<file path="src/rtl/lsd_diag_pkg.sv">
`timescale 1ns/1ps
package lsd_diag_pkg;

    localparam int STATUS_W = 8;

    typedef enum logic [1:0] {
        FC_NONE  = 2'b00,
        FC_OPEN  = 2'b01,
        FC_GND   = 2'b10,
        FC_OVER  = 2'b11
    } fcode_t;

    typedef struct packed {
        logic over;
        logic gnd;
        logic open;
    } fevt_t;

    function automatic fcode_t evt_code(fevt_t e);
        if (e.over)      return FC_OVER;
        else if (e.gnd)  return FC_GND;
        else if (e.open) return FC_OPEN;
        return FC_NONE;
    endfunction

    function automatic fcode_t rank_merge(fcode_t held, fcode_t fresh, logic clr);
        if (clr) return fresh;
        return (fresh > held) ? fresh : held;
    endfunction

    function automatic logic [STATUS_W-1:0] pack_status(fcode_t c);
        return {{(STATUS_W-2){1'b0}}, c};
    endfunction

endpackage

</file>
<file path="src/rtl/lsd_dwell_filter.sv">
`timescale 1ns/1ps
module lsd_dwell_filter #(
    parameter int LIMIT = 4
) (
    input  logic clk,
    input  logic rst,
    input  logic tick,
    input  logic cond,
    input  logic restart,
    output logic hit
);
    localparam int CW = $clog2(LIMIT + 1);
    localparam logic [CW-1:0] LIM = CW'(LIMIT);

    logic [CW-1:0] cnt;

    always_ff @(posedge clk) begin
        if (rst || restart || !cond)
            cnt <= '0;
        else if (tick && cnt != LIM)
            cnt <= cnt + 1'b1;
    end

    assign hit = cond && (cnt == LIM);
endmodule

</file>
<file path="src/rtl/lsd_chan_diag.sv">
`timescale 1ns/1ps
module lsd_chan_diag
    import lsd_diag_pkg::*;
#(
    parameter int OC_TICKS   = 8,
    parameter int FILT_TICKS = 62
) (
    input  logic   clk,
    input  logic   rst,
    input  logic   tick,
    input  logic   ctl_n,
    input  logic   oc,
    input  logic   ot,
    input  logic   scg,
    input  logic   ol,
    input  logic   clr,
    output logic   gate_en,
    output fcode_t code
);
    logic   ctl_q;
    logic   trip;
    logic   ol_pend;
    fcode_t code_q;

    logic cmd_on, ctl_edge, turning_off, gate_on;
    logic oc_hit, sh_cond, sh_hit, ol_write;
    fevt_t evt;

    assign cmd_on      = ~ctl_q;
    assign ctl_edge    = ctl_n ^ ctl_q;
    assign turning_off = ctl_edge & ctl_n;
    assign gate_on     = cmd_on & ~trip;

    // Overcurrent dwell: counts only while commanded on with the flag up
    lsd_dwell_filter #(.LIMIT(OC_TICKS)) oc_filt_i (
        .clk     (clk),
        .rst     (rst),
        .tick    (tick),
        .cond    (cmd_on & oc),
        .restart (1'b0),
        .hit     (oc_hit)
    );

    // Shared dwell for ground short (off) and open load (conducting)
    assign sh_cond = gate_on ? ol : (~cmd_on & scg);

    lsd_dwell_filter #(.LIMIT(FILT_TICKS)) sh_filt_i (
        .clk     (clk),
        .rst     (rst),
        .tick    (tick),
        .cond    (sh_cond),
        .restart (ctl_edge),
        .hit     (sh_hit)
    );

    assign ol_write = ol_pend & ((gate_on & ~ol & ~ctl_edge) | turning_off);

    always_comb begin
        evt      = '0;
        evt.over = cmd_on & (oc_hit | ot);
        evt.gnd  = ~cmd_on & sh_hit;
        evt.open = ol_write;
    end

    always_ff @(posedge clk) begin
        if (rst) begin
            ctl_q   <= 1'b1;
            trip    <= 1'b0;
            ol_pend <= 1'b0;
            code_q  <= FC_NONE;
        end else begin
            ctl_q <= ctl_n;
            if (!cmd_on)
                trip <= 1'b0;
            else if (oc_hit || ot)
                trip <= 1'b1;
            if (ol_write)
                ol_pend <= 1'b0;
            else if (gate_on && sh_hit)
                ol_pend <= 1'b1;
            code_q <= rank_merge(code_q, evt_code(evt), clr);
        end
    end

    assign gate_en = gate_on;
    assign code    = code_q;
endmodule

</file>
<file path="src/rtl/lsd_quad_diag.sv">
`timescale 1ns/1ps
module lsd_quad_diag
    import lsd_diag_pkg::*;
#(
    parameter int CH         = 4,
    parameter int OC_TICKS   = 8,
    parameter int FILT_TICKS = 62
) (
    input  logic                   clk,
    input  logic                   rst,
    input  logic                   tick,
    input  logic [CH-1:0]          ctl_n,
    input  logic [CH-1:0]          oc_flag,
    input  logic [CH-1:0]          ot_flag,
    input  logic [CH-1:0]          scg_flag,
    input  logic [CH-1:0]          ol_flag,
    input  logic [CH-1:0]          rd_clr,
    output logic [CH-1:0]          gate_en,
    output logic [STATUS_W*CH-1:0] status
);
    for (genvar i = 0; i < CH; i++) begin : g_ch
        fcode_t ch_code;

        lsd_chan_diag #(
            .OC_TICKS   (OC_TICKS),
            .FILT_TICKS (FILT_TICKS)
        ) chan_i (
            .clk     (clk),
            .rst     (rst),
            .tick    (tick),
            .ctl_n   (ctl_n[i]),
            .oc      (oc_flag[i]),
            .ot      (ot_flag[i]),
            .scg     (scg_flag[i]),
            .ol      (ol_flag[i]),
            .clr     (rd_clr[i]),
            .gate_en (gate_en[i]),
            .code    (ch_code)
        );

        assign status[STATUS_W*i +: STATUS_W] = pack_status(ch_code);
    end
endmodule

</file>
<file path="config.mk">
export PLATFORM = sky130hd
export DESIGN_NAME = lsd_quad_diag
export DESIGN_NICKNAME = d
export VERILOG_FILES = /design/src/rtl/lsd_diag_pkg.sv /design/src/rtl/lsd_dwell_filter.sv /design/src/rtl/lsd_chan_diag.sv /design/src/rtl/lsd_quad_diag.sv
export SDC_FILE = /design/constraint.sdc
export NUM_CORES = 1
export LEC_CHECK = 0
export BUFFER_PORTS_ARGS = -buffer_cell sky130_fd_sc_hd__clkbuf_2
export CORE_MARGIN = 4
export CORE_UTILIZATION = 50
export CTS_CLUSTER_DIAMETER = 40
export DETAILED_ROUTE_END_ITERATION = 10
export PLACE_DENSITY = 0.72
export SLEW_MARGIN = 5
export SYNTH_ARGS = -nofsm -noshare
export SYNTH_HDL_FRONTEND = slang
export SYNTH_HIERARCHICAL = 1
export SYNTH_SLANG_ARGS = --single-unit
</file>
<file path="constraint.sdc">
create_clock -name clk -period 4.3 [get_ports clk]
set_input_delay 1.075 -clock clk [delete_from_list [all_inputs] [get_ports clk]]
set_output_delay 1.075 -clock clk [all_outputs]
set_load 0.005 [all_outputs]
</file>
Word-level counts from Yosys, hierarchy flattened
Cells that the tools add are included.
{"block": "word_totals", "reg_bits": 60, "inputBits": 27}
{"block": "op_classes", "add_sub_neg": 8, "n_lt_le_gt_ge": 4, "eq_ne": 16, "muxes": 60, "bitwise_logic": 64, "n_reduce_logical": 56}
{"operator": "$mux 2", "n": 32}
{"operator": "$and 1x1->1", "n": 36}
{"operator": "$mux 1", "n": 28}
{"operator": "$add 6x1->6 const B", "n": 4}
{"operator": "$eq 6x6->1 const B", "n": 4}
{"operator": "$ne 6x6->1 const B", "n": 4}
{"operator": "$logic_and 1x1->1", "n": 20}
{"operator": "$add 4x1->4 const B", "n": 4}
{"operator": "$eq 4x4->1 const B", "n": 4}
{"operator": "$logic_or 1x1->1", "n": 16}
{"operator": "$ne 4x4->1 const B", "n": 4}
{"operator": "$not 1->1", "n": 16}
{"operator": "$reduce_or 2->1", "n": 8}
{"operator": "$gt 2x2->1", "n": 4}
{"operator": "$logic_not 1->1", "n": 8}
{"operator": "$or 1x1->1", "n": 8}
{"operator": "$reduce_bool 2->1", "n": 4}
{"operator": "$xor 1x1->1", "n": 4}

Logic depth before layout (Yosys ltp)
{"block": "logic_depth", "word_depth": 15, "depth_mapped": 12}

By module
The synthesis kept the hierarchy.
{"module": "lsd_chan_diag", "instances": 4, "cells_per_inst": 34, "area_each_um2": 347.8, "seq_area_each_um2": 100.1}
{"module": "lsd_dwell_filter at g_ch[0].chan_i.sh_filt_i ...", "instances": 4, "cells_per_inst": 36, "area_each_um2": 339.1, "seq_area_each_um2": 120.1}
{"module": "lsd_dwell_filter at g_ch[0].chan_i.oc_filt_i ...", "instances": 4, "cells_per_inst": 27, "area_each_um2": 219.0, "seq_area_each_um2": 80.1}
{"module": "lsd_quad_diag", "instances": 1, "cells_per_inst": 25, "area_each_um2": 183.9, "seq_area_each_um2": 0.0}

Least setup slack after synthesis
No wires, ideal clock.
{"block": "synth_path", "kind": "input to register", "from": "input oc_flag[0]", "to": "register g_ch[0].chan_i.code_q[1]", "t_arrival_ns": 2.535, "t_required_ns": 4.186, "path_slack_ns": 1.651, "path_stages": 10, "n_path_buf": 0, "path_cell_list": "and2b_2 -> and2_2 -> nor2_1 -> nor2_1 -> a31oi_2 -> ha_1 -> nand2_1 -> a2bb2oi_4 -> mux2i_1 -> nor2_1"}
{"block": "synth_via", "elab_chain_len": 10, "word_cells_on_any_way": 14, "classes_between": "1 x order compare; 8 x mux; 3 x bitwise; 2 x reduce/logical"}
{"element": "start: declaration", "line": "lsd_quad_diag.sv:13", "text": "input logic [CH-1:0] oc_flag,"}
{"element": "$and 1x1->1 *", "line": "lsd_chan_diag.sv:39", "text": ".cond (cmd_on & oc),"}
{"element": "$logic_and 1x1->1 *", "line": "lsd_dwell_filter.sv:24", "text": "assign hit = cond && (cnt == LIM);"}
{"element": "net g_ch[0].chan_i.oc_hit", "line": "lsd_chan_diag.sv:26", "text": "logic oc_hit, sh_cond, sh_hit, ol_write;"}
{"element": "$or 1x1->1 *", "line": "lsd_chan_diag.sv:60", "text": "evt.over = cmd_on & (oc_hit | ot);"}
{"element": "$and 1x1->1 *", "line": "lsd_chan_diag.sv:60"}
{"element": "$mux 1", "line": "lsd_diag_pkg.sv:20", "text": "if (e.over) return FC_OVER;"}
{"element": "$mux 1", "line": "lsd_chan_diag.sv:66", "text": "if (rst) begin"}
{"element": "$mux 2 *", "line": "lsd_diag_pkg.sv:23", "text": "return FC_NONE;"}
{"element": "$mux 2 *", "line": "lsd_chan_diag.sv:66"}
{"element": "$gt 2x2->1 (tied with other cells)", "line": "lsd_diag_pkg.sv:28", "text": "return (fresh > held) ? fresh : held;"}
{"element": "$reduce_bool 2->1 (no source line) or $mux 2 (tied branches)"}
{"element": "end signal: assignment", "line": "lsd_chan_diag.sv:81", "text": "code_q <= rank_merge(code_q, evt_code(evt), clr);"}
{"element": "end: declaration", "line": "lsd_chan_diag.sv:23", "text": "fcode_t code_q;"}
The timed path passes the listed nets; every way through them passes the cells marked *. The select of a mux whose other input is x is not followed.
A chain may end at the register's enable or synchronous reset.

Worst setup path in the final report
{"block": "layout_path", "from": "input oc_flag[1]", "to": "register g_ch[1].chan_i.code_q[1]"}
{"block": "layout_via", "elab_chain_len": 10, "word_cells_on_any_way": 14, "classes_between": "1 x order compare; 8 x mux; 3 x bitwise; 2 x reduce/logical"}
{"element": "$and 1x1->1 *", "line": "lsd_chan_diag.sv:39"}
{"element": "$logic_and 1x1->1 *", "line": "lsd_dwell_filter.sv:24"}
{"element": "net g_ch[1].chan_i.oc_hit", "line": "lsd_chan_diag.sv:26"}
{"element": "$or 1x1->1 *", "line": "lsd_chan_diag.sv:60"}
{"element": "$and 1x1->1 *", "line": "lsd_chan_diag.sv:60"}
{"element": "$mux 1", "line": "lsd_diag_pkg.sv:20"}
{"element": "$mux 1", "line": "lsd_chan_diag.sv:66"}
{"element": "$mux 2 *", "line": "lsd_diag_pkg.sv:23"}
{"element": "$mux 2 *", "line": "lsd_chan_diag.sv:66"}
{"element": "$gt 2x2->1 (tied with other cells)", "line": "lsd_diag_pkg.sv:28"}
{"element": "$reduce_bool 2->1 (no source line) or $mux 2 (tied branches)"}
{"element": "end signal: assignment", "line": "lsd_chan_diag.sv:81"}
{"element": "end: declaration", "line": "lsd_chan_diag.sv:23"}
Marks and branches as above.

==> metrics.txt <==
# TYPE chip_impl_metric gauge
chip_impl_metric{name="route.antenna.remaining_nets",unit=""} 0
chip_impl_metric{name="timing.critical_path.fanout_max",unit=""} 3
chip_impl_info{name="crit_type",value="primary input to flip-flop"} 1
chip_impl_metric{name="synth_largest_type_area_fraction",unit="%"} 31.5
chip_impl_metric{name="synth_enable_flop_cells",unit=""} 0
chip_impl_metric{name="synth_sequential_area_ratio",unit="%"} 31.5
chip_impl_metric{name="area_delta_synth_final",unit="%"} 8.87
chip_impl_info{name="synth_area_leader_cell",value="dfxtp_1"} 1
chip_impl_metric{name="final.period_utilization",unit="%"} 60.1
chip_impl_metric{name="detailroute.via_count",unit=""} 2915
chip_impl_metric{name="ratio_of_cells_with_drive_above_1_in_the_final_layout",unit="%"} 29.0
chip_impl_metric{name="p_per_area",unit="nW/um^2"} 291
chip_impl_metric{name="cts_inserted_buffers",unit=""} 9
chip_impl_metric{name="die_h",unit="um"} 95.3
chip_impl_metric{name="cap_violations",unit=""} 0
chip_impl_info{name="worstSetupStartpointType",value="primary input"} 1
chip_impl_metric{name="gr-usage-all-layers",unit="%"} 15.4
chip_impl_metric{name="path_clk_slew",unit="ns"} 0.06
chip_impl_metric{name="post_cts_resize_count",unit=""} 0
chip_impl_info{name="cts_tree",value="yes"} 1
chip_impl_metric{name="die_w",unit="um"} 95.3
chip_impl_metric{name="ys_warn_count",unit=""} 6
chip_impl_metric{name="grt_pass1_wl",unit="mm"} 11.3
chip_impl_metric{name="drt-pass1-iter-count",unit=""} 4
chip_impl_metric{name="place_inst",unit=""} 545
chip_impl_metric{name="total_number_of_clock_tree_sinks",unit=""} 60
chip_impl_metric{name="worst_slew_margin_rel",unit="%"} 48.7
chip_impl_metric{name="detail_route.iter0.violations",unit=""} 85
chip_impl_metric{name="number_of_h_tree_levels",unit=""} 3
chip_impl_metric{name="post_layout_nonfiller_instances",unit=""} 561
chip_impl_metric{name="maxClockFrequency",unit="MHz"} 387
chip_impl_info{name="setup.worst_path.end",value="g_ch[1].chan_i/code[1]"} 1
chip_impl_metric{name="synth-seq-cells",unit=""} 60
chip_impl_metric{name="syn-mean-instance-area",unit="um^2"} 9.22
chip_impl_metric{name="finalWeightedCongestion",unit=""} 0.766
chip_impl_metric{name="cellLeakagePower",unit="nW"} 1.75
chip_impl_metric{name="initial_utilization",unit="%"} 51.9
chip_impl_info{name="count_leader_synth",value="dfxtp_1"} 1
chip_impl_metric{name="worst_slew_pin_slew",unit="ns"} 0.769
chip_impl_info{name="status",value="complete, no violations"} 1
chip_impl_metric{name="finalSetupViolCount",unit=""} 0
chip_impl_metric{name="drc_violation_count_after_routing",unit=""} 0
chip_impl_info{name="cts_root_buf",value="clkbuf_8"} 1
chip_impl_metric{name="number_of_primary_i_o_pins",unit=""} 63
chip_impl_metric{name="dpl.hpwl",unit="mm"} 5.00
chip_impl_metric{name="clock-skew-final",unit="ns"} 0.0102
chip_impl_info{name="worstReg2RegStart",value="g_ch[1].chan_i/oc_filt_i/cnt[0]"} 1
chip_impl_metric{name="clockBufferDepth",unit=""} 2
chip_impl_metric{name="cts_post_setup_buffers_inserted",unit=""} 0
chip_impl_metric{name="vias_in_the_first_global_route",unit=""} 2683
chip_impl_metric{name="insertedDiodeCount",unit=""} 0
chip_impl_metric{name="grt_start_max_net_pins",unit=""} 41
chip_impl_metric{name="cells_after_synthesis",unit=""} 413
chip_impl_metric{name="total_power",unit="mW"} 1.20
chip_impl_metric{name="core",unit="um^2"} 7330
chip_impl_info{name="critical_path.endpoint_type",value="flip-flop"} 1
chip_impl_info{name="crit_start",value="oc_flag[1]"} 1
chip_impl_info{name="synth_top_cells_by_count",value="60 x dfxtp_1, 36 x nand2_1, 32 x nor2_1"} 1
chip_impl_info{name="tightest_hold_check_type",value="flip-flop to flip-flop"} 1
chip_impl_metric{name="worst_ep_arrival_time",unit="ns"} 2.77
chip_impl_metric{name="finalHoldViolCount",unit=""} 0
chip_impl_metric{name="cts_hold_buffers",unit=""} 0
chip_impl_metric{name="timing.setup.tns",unit="ns"} 0
chip_impl_metric{name="rows",unit=""} 31
chip_impl_metric{name="grt.overflow.total",unit=""} 0
chip_impl_info{name="reg2reg_to",value="g_ch[1].chan_i/code[1]"} 1
chip_impl_metric{name="antenna_found_initial",unit=""} 0
chip_impl_metric{name="wl_per_cell",unit="um"} 11.8
chip_impl_metric{name="final.hold.worst_slack",unit="ns"} 0.496
chip_impl_metric{name="port_buffers",unit=""} 38
chip_impl_metric{name="finalWorstPathRequiredPeriod",unit="ns"} 2.58
chip_impl_metric{name="yosysUniqueCellTypes",unit=""} 42
chip_impl_metric{name="worst_ep_required_time",unit="ns"} 4.49
chip_impl_metric{name="post_synth_instance_area",unit="um^2"} 3810
chip_impl_metric{name="die_area",unit="um^2"} 9070
chip_impl_info{name="grt_setup_unrepaired",value="no"} 1
chip_impl_info{name="largest_cells_by_area_after_synthesis",value="dfxtp_1 32%, ha_1 7.9%, buf_4 4.7%"} 1
chip_impl_metric{name="final-max-slew-violation-count",unit=""} 0
chip_impl_metric{name="drt-total-wl",unit="mm"} 6.59
chip_impl_metric{name="final_net_count",unit=""} 508
chip_impl_metric{name="worstSkewPairLatency",unit="ns"} 0.34
chip_impl_metric{name="synth_async_sr_flop_share",unit="%"} 0
chip_impl_metric{name="vias_per_cell",unit=""} 5.20
chip_impl_metric{name="r2r.worst_path.cells",unit=""} 12
chip_impl_info{name="synth_ff_type",value="dfxtp_1"} 1
chip_impl_metric{name="ir_worst_vdd",unit="uV"} 151
chip_impl_metric{name="setup.reg_to_reg.worst_slack",unit="ns"} 1.84
## cell type report
| class | count | area, um^2 |
|---|---|---|
| clock buffer | 14 | 153 |
| clock inverter | 2 | 10.0 |
| fill | 668 | 3190 |
| inverter | 32 | 120 |
| multi-input combinational | 316 | 2350 |
| sequential | 60 | 1200 |
| tap | 99 | 124 |
| timing repair buffer | 38 | 190 |
## metrics by stage
step / area, um^2 / util (%) / setup slack (ns)
after CTS: 4150 / 56.5 / 1.72
after global routing: 4150 / 56.5 / 1.62
after detailed placement: 3980 / 54.3 / 1.37
after global placement: 3980 / 54.3 / 1.39
final: 4150 / 56.5 / 1.72
after floorplan: 3890 / - / 1.65
## how the worst min path moves through the flow
stage | start | end | slack, ns | cells after the start
5_1_grt | g_ch[3].chan_i/oc_filt_i/cnt[2] | g_ch[3].chan_i/oc_filt_i/cnt[2] | 0.53 | 2
3_5_place_dp | g_ch[0].chan_i/sh_filt_i/cnt[0] | g_ch[0].chan_i/sh_filt_i/cnt[0] | 0.49 | 2
3_3_place_gp | g_ch[3].chan_i/sh_filt_i/cnt[0] | g_ch[3].chan_i/sh_filt_i/cnt[0] | 0.48 | 2
4_1_cts | g_ch[0].chan_i/sh_filt_i/cnt[0] | g_ch[0].chan_i/sh_filt_i/cnt[0] | 0.50 | 2
6_report | g_ch[0].chan_i/sh_filt_i/cnt[0] | g_ch[0].chan_i/sh_filt_i/cnt[0] | 0.50 | 2
2_1_floorplan | g_ch[0].chan_i/ol_pend | g_ch[0].chan_i/ol_pend | 0.46 | 1
## state kept, by name (all words and copies together), names as in the netlist
register	flops
g_ch.chan_i/trip	4
g_ch.chan_i/oc_filt_i/cnt	16
g_ch.chan_i/sh_filt_i/cnt	24
g_ch.chan_i/ol_pend	4
g_ch.chan_i/ctl_q	4
g_ch.chan_i/code	8
## placed cells by master, fill, tap and decap left out, types with 24 or more instances in the layout
cell type / Yosys / routed
dfxtp_1: 60 / 60
clkbuf_2: 0 / 38
nand2_1: 36 / 36
nor2_1: 32 / 32
conb_1: 5 / 28
inv_1: 28 / 28
ha_1: 24 / 24
## routing by layer
layer,GRT usage [%],share of wire [%],wire length [um],up-vias
met5,0,0,0,-
met4,7.21,1.9,127,0
met3,2.60,4.0,263,10
met2,25.5,46,3020,55
met1,19.5,48,3190,1338
li1,-,-,-,1512
## report_power, final
part           leakage (nW)  switching, mW  internal [mW]
Sequential            0.486         0.0157          0.569
Clock                0.0844          0.207          0.224
Combinational          1.18         0.0960         0.0924
## kinds of logic after synthesis
| group | after synthesis | share of synthesized area [%] |
|---|---|---|
| and+or+nand+nor | 156 | 25.4 |
| AOI/OAI and AO/OA | 92 | 21.7 |
| DFF | 60 | 31.5 |
| buffers and inverters | 60 | 9.07 |
| adders and majority gates | 24 | 7.89 |
| xor gates and xnor gates | 8 | 1.84 |
| muxes | 8 | 2.10 |
| other | 5 | 0.493 |
## critical path, stage by stage
cell	delay (ns)
clkbuf_2	0.08
and2b_2	0.19
and2_2	0.17
nor2_1	0.16
nor2_1	0.07
a31oi_2	0.21
ha_1	0.27
nand2_1	0.10
a2bb2oi_4	0.18
mux2i_1	0.20
nor2_1	0.05
Power figures use the tool's default switching activity.
